[src/rtl/raf_pkg.sv]
package raf_pkg;
    localparam int BYTE_W      = 8;
    localparam int ADDR_BYTES  = 6;
    localparam int ADDR_W      = ADDR_BYTES * BYTE_W;
    localparam int BIN_W       = 6;
    localparam int WORD_SEL_W  = BIN_W - 1;
    localparam int HASH_WORD_W = 1 << WORD_SEL_W;
    localparam int CRC_W       = 32;
    localparam logic [CRC_W-1:0] CRC_POLY = 32'hEDB8_8320;
    localparam logic [CRC_W-1:0] CRC_INIT = 32'hFFFF_FFFF;

    typedef struct packed {
        logic              vld;
        logic [ADDR_W-1:0] addr;
    } capture_t;

    typedef struct packed {
        logic             vld;
        logic [BIN_W-1:0] bin;
        logic             is_bcast;
        logic             is_group;
        logic             sta_hit;
    } classify_t;

    typedef struct packed {
        logic keep;
        logic drop;
    } verdict_t;

    typedef struct packed {
        capture_t  cap;
        classify_t cls;
        verdict_t  res;
    } pipe_t;
endpackage

[src/rtl/raf_hash_index.sv]
module raf_hash_index
    import raf_pkg::*;
(
    input  logic [ADDR_W-1:0] addr,
    output logic [BIN_W-1:0]  bin
);
    logic [CRC_W-1:0] crc_reg;

    // Serial CRC over the address, byte 0 first, each byte LSB first.
    always_comb begin
        logic [CRC_W-1:0] c;
        logic             fb;
        c = CRC_INIT;
        for (int b = 0; b < ADDR_BYTES; b++) begin
            for (int k = 0; k < BYTE_W; k++) begin
                fb = c[0] ^ addr[ADDR_W - BYTE_W * (b + 1) + k];
                c  = c >> 1;
                if (fb) c = c ^ CRC_POLY;
            end
        end
        crc_reg = c;
    end

    // Bin index is the low bits of the reflected register, reversed.
    for (genvar g = 0; g < BIN_W; g++) begin : g_rev
        assign bin[g] = crc_reg[BIN_W - 1 - g];
    end
endmodule

[src/rtl/raf_classify.sv]
module raf_classify
    import raf_pkg::*;
(
    input  logic [ADDR_W-1:0]     addr,
    input  logic [CRC_W-1:0]      sta_word_lo,
    input  logic [ADDR_W-CRC_W-1:0] sta_word_hi,
    output logic                  is_bcast,
    output logic                  is_group,
    output logic                  sta_hit
);
    logic [ADDR_W-1:0] station;
    assign station  = {sta_word_hi, sta_word_lo};
    assign is_bcast = &addr;
    assign is_group = addr[ADDR_W - BYTE_W];
    assign sta_hit  = (addr == station);
endmodule

[src/rtl/raf_bin_select.sv]
module raf_bin_select
    import raf_pkg::*;
(
    input  logic [BIN_W-1:0]       bin,
    input  logic [HASH_WORD_W-1:0] word_lo,
    input  logic [HASH_WORD_W-1:0] word_hi,
    output logic                   bin_set
);
    logic [HASH_WORD_W-1:0] word;
    assign word    = bin[BIN_W-1] ? word_hi : word_lo;
    assign bin_set = word[bin[WORD_SEL_W-1:0]];
endmodule

[src/rtl/rx_addr_filter.sv]
module rx_addr_filter
    import raf_pkg::*;
(
    input  logic        clk,
    input  logic        rst_n,
    input  logic        dst_valid,
    input  logic [47:0] dst_addr,
    input  logic [31:0] sta_word_lo,
    input  logic [15:0] sta_word_hi,
    input  logic [31:0] hash_word_lo,
    input  logic [31:0] hash_word_hi,
    input  logic        bcast_reject,
    input  logic        promisc,
    output logic        keep,
    output logic        drop
);
    pipe_t            pipe_d, pipe_q;
    logic [BIN_W-1:0] bin_w;
    logic             bcast_w, group_w, hit_w, bin_set_w;

    raf_hash_index i_hash (
        .addr (pipe_q.cap.addr),
        .bin  (bin_w)
    );

    raf_classify i_cls (
        .addr        (pipe_q.cap.addr),
        .sta_word_lo (sta_word_lo),
        .sta_word_hi (sta_word_hi),
        .is_bcast    (bcast_w),
        .is_group    (group_w),
        .sta_hit     (hit_w)
    );

    raf_bin_select i_bin (
        .bin     (pipe_q.cls.bin),
        .word_lo (hash_word_lo),
        .word_hi (hash_word_hi),
        .bin_set (bin_set_w)
    );

    always_comb begin
        logic take;
        pipe_d = pipe_q;
        // Stage 1: capture
        pipe_d.cap.vld = dst_valid;
        if (dst_valid) pipe_d.cap.addr = dst_addr;
        // Stage 2: classify and hash
        pipe_d.cls.vld = pipe_q.cap.vld;
        if (pipe_q.cap.vld) begin
            pipe_d.cls.bin      = bin_w;
            pipe_d.cls.is_bcast = bcast_w;
            pipe_d.cls.is_group = group_w;
            pipe_d.cls.sta_hit  = hit_w;
        end
        // Stage 3: decide (broadcast before group, promiscuous over all)
        if (pipe_q.cls.is_bcast)      take = !bcast_reject;
        else if (pipe_q.cls.is_group) take = bin_set_w;
        else                          take = pipe_q.cls.sta_hit;
        take = take | promisc;
        pipe_d.res.keep = pipe_q.cls.vld &  take;
        pipe_d.res.drop = pipe_q.cls.vld & ~take;
    end

    always_ff @(posedge clk) begin
        if (!rst_n) pipe_q <= '0;
        else        pipe_q <= pipe_d;
    end

    assign keep = pipe_q.res.keep;
    assign drop = pipe_q.res.drop;

    // never both
    p_exclusive_r7: assert property (@(posedge clk) disable iff (!rst_n)
        !(keep && drop));
    // a classified entry yields a result next cycle, and only then
    p_result_follows_r8: assert property (@(posedge clk) disable iff (!rst_n)
        pipe_q.cls.vld |=> (keep || drop));
    p_no_spurious_r8: assert property (@(posedge clk) disable iff (!rst_n)
        !pipe_q.cls.vld |=> !(keep || drop));
    // promiscuous keeps
    p_promisc_keeps_r5: assert property (@(posedge clk) disable iff (!rst_n)
        (pipe_q.cls.vld && promisc) |=> keep);
    // rejected broadcast drops
    p_bcast_reject_r4: assert property (@(posedge clk) disable iff (!rst_n)
        (pipe_q.cls.vld && pipe_q.cls.is_bcast && bcast_reject && !promisc) |=> drop);
    // individual miss drops
    p_station_miss_r2: assert property (@(posedge clk) disable iff (!rst_n)
        (pipe_q.cls.vld && !pipe_q.cls.is_group && !pipe_q.cls.sta_hit && !promisc) |=> drop);
endmodule

[config.mk]
export PLATFORM = sky130hd
export DESIGN_NAME = rx_addr_filter
export DESIGN_NICKNAME = d
export VERILOG_FILES = /design/src/rtl/raf_pkg.sv /design/src/rtl/raf_hash_index.sv /design/src/rtl/raf_classify.sv /design/src/rtl/raf_bin_select.sv /design/src/rtl/rx_addr_filter.sv
export SDC_FILE = /design/constraint.sdc
export NUM_CORES = 1
export LEC_CHECK = 0
export BUFFER_PORTS_ARGS = -buffer_cell sky130_fd_sc_hd__buf_2
export CAP_MARGIN = 20
export CORE_ASPECT_RATIO = 0.7
export CORE_MARGIN = 2
export CORE_UTILIZATION = 38
export CTS_BUF_LIST = sky130_fd_sc_hd__clkbuf_8
export CTS_CLUSTER_SIZE = 24
export DETAILED_ROUTE_END_ITERATION = 7
export HOLD_SLACK_MARGIN = 0.12
export PLACE_DENSITY = 0.57
export SYNTH_ARGS = -nofsm -noshare
export SYNTH_HDL_FRONTEND = slang
export SYNTH_SLANG_ARGS = --single-unit
[constraint.sdc]
create_clock -name clk -period 8 [get_ports clk]
set_input_delay 0.4 -clock clk [delete_from_list [all_inputs] [get_ports clk]]
set_output_delay 0.4 -clock clk [all_outputs]
set_load 0.1 [all_outputs]
==> impl_metrics.env, run 1 <==
export IMPL_period_share_pct=55.0
export IMPL_row_count=38
export IMPL_power_share_sequential_pct=8.3
export IMPL_yosys_cell_count_top_type="xnor2_1"
export IMPL_place_area_sq_um=6960
export IMPL_syn_inst=527
export IMPL_pre_cts_slack_ps=3590
export IMPL_place_inst=862
export IMPL_combPwrFrac_pct=85.7
export IMPL_powerDensity_nw_per_um2=659
export IMPL_syn_to_final_growth_pct=19.3
export IMPL_clk_pin_slew_ps=80
export IMPL_multiInputGateArea_sq_um=4590
export IMPL_required_ps=8260
export IMPL_p_sw_w=0.00164
export IMPL_yosysSeqAreaShare_pct=20.3
export IMPL_antenna_cells=0
export IMPL_path_max_fanout=13
export IMPL_reg2reg_from="pipe_q[55]$_SDFFE_PN0P_"
export IMPL_vias_per_cell=5.14
export IMPL_root_buffer="clkbuf_8"
export IMPL_setup_viol=0
export IMPL_slew_violations=0
export IMPL_final_cell_area_sq_um=7170
export IMPL_fin_cells=879
export IMPL_synthTopCellsByCount="100 x xnor2_1, 61 x dfxtp_1, 58 x xnor3_1"
export IMPL_drtAntennaViolNets=0
export IMPL_path_buf_inv=0
export IMPL_p_int_w=0.00309
export IMPL_finalWorstSetupSlack_ps=3600
export IMPL_first_pass_iters=5
export IMPL_hold_viol=0
export IMPL_utilization_pct=46.3
export IMPL_hold_depth=3
export IMPL_ctsResizeCount=0
export IMPL_run_status="completed"
export IMPL_io_buffers=166
export IMPL_cap_violations=0
export IMPL_synthFlopType="dfxtp_1"
export IMPL_path_cells="ha_1 > xor2_2 > xnor3_1 > xnor2_2 > xor3_1 > xnor3_1 > xor3_1 > xnor3_1 > mux2i_1 > and2_1"
export IMPL_gp_congestion=0.911
export IMPL_dp_hpwl_mm=14.3
export IMPL_synth_top_cell_area_share_pct=21.7
export IMPL_clock_latency_ps=360
export IMPL_cp_start_kind="register"
export IMPL_cp_arrival_ps=4660
export IMPL_start_util_pct=38.8
export IMPL_wire_per_inst_um=20.0
export IMPL_die_area_sq_um=16900
export IMPL_r2r_end="pipe_q[10]$_SDFFE_PN0P_"
export IMPL_irDropWorstVdd_mv=0.854
export IMPL_clock_path_buffers=2
export IMPL_synth_nets=695
export IMPL_remaining_drc_errors=0
export IMPL_syn_avg_cell_area_sq_um=11.4
export IMPL_die_w_um=154
export IMPL_clock_sinks=61
export IMPL_grt_pass1_wl_mm=26.9
export IMPL_track_usage_pct=21.5
export IMPL_yosys_warnings=0
export IMPL_htreeDepth=3
export IMPL_core_area_sq_um=15500
export IMPL_drtIter0Drc=235
export IMPL_vias=4516
export IMPL_cp_slowest_cell="dfxtp_1"
export IMPL_relSlewSlack_pct=35.9
export IMPL_holdCritPathClass="in2reg"
export IMPL_p_sw_share_pct=34.6
export IMPL_ff2ff_path_depth=10
export IMPL_clockPowerShare_pct=6.0
export IMPL_rsz0062_at_grt="no"
export IMPL_synth_top_cells_by_area="xnor3_1 22%, dfxtp_1 20%, xnor2_1 15%, mux2i_1 8.7%, mux4_2 6.0%"
export IMPL_nets=842
export IMPL_end_kind="register"
export IMPL_grt_overflow=0
export IMPL_routed_wl_mm=17.6
export IMPL_slowest_delay_ps=900
export IMPL_worst_pin_slew_ps=961
export IMPL_yosysTopAreaCell="xnor3_1"
export IMPL_path_class="reg2reg"
export IMPL_pin_count=167
export IMPL_path_delay_family="XOR/XNOR gates"
export IMPL_r2r_slack_ps=3600
export IMPL_syn_cell_area_sq_um=6010
export IMPL_post_cts_buffers=0
export IMPL_cellLeakagePower_nw=3.46
export IMPL_grt_antenna_before_repair=0
export IMPL_fillCellCount=1465
export IMPL_drive_above_1_share_pct=32.0
export IMPL_fmax_mhz=227
export IMPL_die_y_um=109
export IMPL_finalSetupTns_ps=0
export IMPL_grt_max_degree=56
export IMPL_synth_seq_cells=61
export IMPL_ys_types=41
export IMPL_cts_tree="done"
export IMPL_synth_edf_count=0
export IMPL_hold_start="dst_addr[2]"
export IMPL_synthArstFlopShare_pct=0
export IMPL_fin_skew_ps=9.10
export IMPL_cp_common_cell="xnor3_1"
export IMPL_hold_end="pipe_q[14]$_SDFFE_PN0P_"
export IMPL_regArea_sq_um=1220
export IMPL_cts_hold_buf=0
export IMPL_finalCriticalPeriod_ps=4400
export IMPL_first_global_vias=4767
export IMPL_cts_made_buffers=9
power groups by stage:
stage / combinational, W / clock, W / sequential [W]
2_1_floorplan: 0.00357 / 0 / 0.000359
3_3_place_gp: 0.00400 / 0 / 0.000400
3_5_place_dp: 0.00404 / 0 / 0.000402
4_1_cts: 0.00407 / 0.000291 / 0.000394
5_1_grt: 0.00434 / 0.000304 / 0.000396
6_report: 0.00405 / 0.000284 / 0.000391
placed cells by master, fill, tap and decap left out, types with 3 or more instances in the layout:
cell type,count
xnor2_1,100
xor2_1,30
nor4_1,6
xor3_1,10
nand3_1,7
nand4_1,21
a21oi_1,5
nand2_1,10
xnor3_1,58
xnor2_2,5
nor2b_1,3
a22oi_1,6
ha_1,3
dfxtp_1,61
nor2_1,55
xnor3_2,4
buf_2,166
clkbuf_8,9
xor2_2,4
mux2i_1,52
mux4_2,16
inv_1,14
how the worst max path moves through the flow:
stage | startpoint | endpoint | slack (ps) | depth (start not counted)
6_report | pipe_q[55]$_SDFFE_PN0P_ | pipe_q[10]$_SDFFE_PN0P_ | 3600 | 10
5_1_grt | pipe_q[55]$_SDFFE_PN0P_ | pipe_q[10]$_SDFFE_PN0P_ | 3330 | 10
4_1_cts | pipe_q[55]$_SDFFE_PN0P_ | pipe_q[10]$_SDFFE_PN0P_ | 3590 | 10
3_5_place_dp | pipe_q[55]$_SDFFE_PN0P_ | pipe_q[10]$_SDFFE_PN0P_ | 3590 | 10
3_3_place_gp | pipe_q[55]$_SDFFE_PN0P_ | pipe_q[10]$_SDFFE_PN0P_ | 3780 | 10
2_1_floorplan | pipe_q[55]$_SDFFE_PN0P_ | pipe_q[5]$_SDFFE_PN0P_ | 4540 | 9
cell type report:
class / count / share of cell area (%)
clock inverter: 7 / 1.03
inverter: 15 / 0.785
sequential: 61 / 17.0
multi-input combinational: 419 / 64.0
tap: 200 / 3.49
timing repair buffer: 168 / 11.9
clock buffer: 9 / 1.73
registers in the layout (all words and copies together) (netlist names):
| signal | count |
|---|---|
| pipe_q | 58 |
| drop | 1 |
| keep | 1 |
| pipe_d | 1 |
metal layers:
layer	wire length, um	global-route usage, %	vias to the layer above
met5	0	0	-
met4	153	4.17	0
met3	1680	7.03	15
met2	7160	31.4	191
met1	8570	31.3	2166
li1	-	-	2144
cell families (layout without fill, tap and decap cells):
kind of cell             Yosys count  count (layout)  synth area share, %
AO/OA/AOI/OAI                     26              26                 3.02
AND/OR/NAND/NOR                  109             109                 8.52
XOR/XNOR                         213             213                 49.6
buffers and inverters             47             199                 3.29
flip-flops                        61              61                 20.3
multiplexers                      68              68                 14.7
adder cells (fa/ha/maj)            3               3                0.625
tightest hold or removal path, cell delays in order:
cell and delay, ps:
buf_2 80, mux2i_1 50, nor2_1 70
stage by stage:
stage	hold WS [ps]	power (W)
6_report	272	0.00472
2_1_floorplan	419	0.00393
3_5_place_dp	448	0.00444
3_3_place_gp	445	0.00440
4_1_cts	264	0.00475
5_1_grt	269	0.00504
No activity file was read; power rests on OpenSTA's default activity.
==> run 2: changes to the inputs <==
--- a/config.mk
+++ b/config.mk
@@ -14,7 +14,7 @@
 export CTS_CLUSTER_SIZE = 24
 export DETAILED_ROUTE_END_ITERATION = 7
 export HOLD_SLACK_MARGIN = 0.12
-export PLACE_DENSITY = 0.57
+export PLACE_DENSITY = 0.6
 export SYNTH_ARGS = -nofsm -noshare
 export SYNTH_HDL_FRONTEND = slang
 export SYNTH_SLANG_ARGS = --single-unit
==> constraint.sdc (replaced) <==
create_clock -name clk -period 3.93 [get_ports clk]
set_input_delay 0.1965 -clock clk [delete_from_list [all_inputs] [get_ports clk]]
set_output_delay 0.1965 -clock clk [all_outputs]
set_load 0.1 [all_outputs]
==> run 2 against run 1 <==
  * Combinational power grew 110%
  * Global-route usage grew 0.52 points
  * Worst hold slack lost 120 ps
  * Wire length grew 3.0%
  * Count of clock-buffer cells in the layout grew 1
  * Critical endpoint unchanged
  * Critical path depth is the same
  * Power grew 110%
  * Die area is the same
==> impl_metrics.env, run 2 (synthesis results as in run 1) <==
export IMPL_path_class="reg2reg"
export IMPL_grt_max_degree=56
export IMPL_dp_hpwl_mm=14.6
export IMPL_largest_reg_flops=58
export IMPL_remaining_drc_errors=0
export IMPL_drtAntennaViolNets=0
export IMPL_clock_sinks=61
export IMPL_final_cell_mix="166 x buf_2, 100 x xnor2_1, 61 x dfxtp_1"
export IMPL_final_cell_area_sq_um=7900
export IMPL_relSlewSlack_pct=37.2
export IMPL_total_power_w=0.00985
export IMPL_first_global_vias=4870
export IMPL_nets=917
export IMPL_run_status="completed"
export IMPL_gp_congestion=0.996
export IMPL_irDropWorstVdd_mv=1.52
export IMPL_cellLeakagePower_nw=3.81
export IMPL_slew_violations=0
export IMPL_clk_pin_slew_ps=80
export IMPL_vias_per_cell=5.08
export IMPL_track_usage_pct=22.0
export IMPL_core_area_sq_um=15500
export IMPL_cp_start_kind="register"
export IMPL_cts_made_buffers=9
export IMPL_path_max_fanout=5
export IMPL_top_register="pipe_q"
export IMPL_vias=4846
export IMPL_finalSetupTns_ps=0
export IMPL_grt_antenna_before_repair=0
export IMPL_routed_wl_mm=18.1
export IMPL_wire_per_inst_um=19.0
export IMPL_setup_viol=0
export IMPL_period_share_pct=94.8
export IMPL_htreeDepth=3
export IMPL_final_common_cell="buf_2"
export IMPL_finalWorstSetupSlack_ps=205
export IMPL_grt_pass1_wl_mm=27.9
export IMPL_finalCriticalPeriod_ps=3720
export IMPL_root_buffer="clkbuf_8"
export IMPL_syn_to_final_growth_pct=31.5
export IMPL_holdCritPathClass="in2reg"
export IMPL_io_buffers=166
export IMPL_utilization_pct=51.0
export IMPL_drtIter0Drc=368
export IMPL_worst_pin_slew_ps=941
export IMPL_start_util_pct=38.8
export IMPL_clock_path_buffers=2
export IMPL_die_w_um=154
export IMPL_antenna_cells=0
export IMPL_die_y_um=109
export IMPL_hold_depth=2
export IMPL_cp_arrival_ps=4020
export IMPL_die_area_sq_um=16900
export IMPL_fmax_mhz=268
export IMPL_pin_count=167
export IMPL_first_pass_iters=5
export IMPL_hold_viol=0
export IMPL_row_count=38
export IMPL_clock_latency_ps=340
export IMPL_grt_overflow=0
export IMPL_required_ps=4220
export IMPL_cts_tree="done"
export IMPL_cap_violations=0
export IMPL_place_area_sq_um=7140
export IMPL_end_kind="register"
export IMPL_pre_cts_slack_ps=117
export IMPL_fin_skew_ps=12.1
export IMPL_powerDensity_nw_per_um2=1250
export IMPL_drive_above_1_share_pct=32.2
export IMPL_ff2ff_path_depth=10
-- run 2: cell types whose count changed in the layout (fill, tap and decap cells not counted), sizes merged --
cell / change
bufinv: +1
buf: +26
clkbuf: +1
clkinv: -2
dlygate4sd3: +49
-- run 2: path summary, 6_finish.rpt --
check / start / end / slack, ps
min: rst_n / pipe_d[11]$_SDFF_PN0_ / 150
max reg2reg: pipe_q[56]$_SDFFE_PN0P_ / pipe_q[10]$_SDFFE_PN0P_ / 210
min reg2reg: pipe_q[11]$_SDFF_PN0_ / drop$_SDFF_PN0_ / 480
max: pipe_q[56]$_SDFFE_PN0P_ / pipe_q[10]$_SDFFE_PN0P_ / 210
-- run 2: worst max-delay path, cell delays in order (launching register included) --
cell     delay [ps]
dfxtp_1         350
ha_1            410
xor2_4          320
xor2_4          260
xnor3_1         540
xnor3_1         470
xnor3_1         280
xnor3_2         410
xnor3_1         350
mux2i_1         150
and2_1          140
-- run 2: area by class of cell --
class                   instances  area, sq um
clock buffers                  10          138
clock inverters                 6         93.8
fillers                      1374         7600
inverters                      15         56.3
multi-input cells             419         4610
flip-flops and latches         61         1220
well taps                     200          250
repair buffers                243         1530
-- run 2: where the power goes --
group / switching, W / total [W] / internal [W]
registers: 0.0000858 / 0.000767 / 0.000682
logic: 0.00304 / 0.00842 / 0.00538
clock network: 0.000279 / 0.000658 / 0.000379
total: 0.00340 / 0.00985 / 0.00645
-- run 2: layer usage --
metal  share of wire [%]  up-vias  GRT usage (%)
met4                0.72        0           3.31
met2                  42      214           33.6
met1                  48     2336           32.8
li1                    -     2283              -
met5                   0        -              0
met3                 8.9       13           4.73
-- run 2: metrics by stage --
| stage | hold WS, ps | instances |
|---|---|---|
| 2_1_floorplan | 318 | 527 |
| 3_3_place_gp | 430 | 887 |
| 3_5_place_dp | 438 | 887 |
| 4_1_cts | 128 | 952 |
| 5_1_grt | 140 | 954 |
| 6_report | 148 | 954 |
-- run 2: repair_timing --
action	CTS	global route
hold endpoints to repair	49	0
setup endpoints to repair	0	2
buffers inserted	0	2
hold buffers	49	0
gates resized for setup	0	2
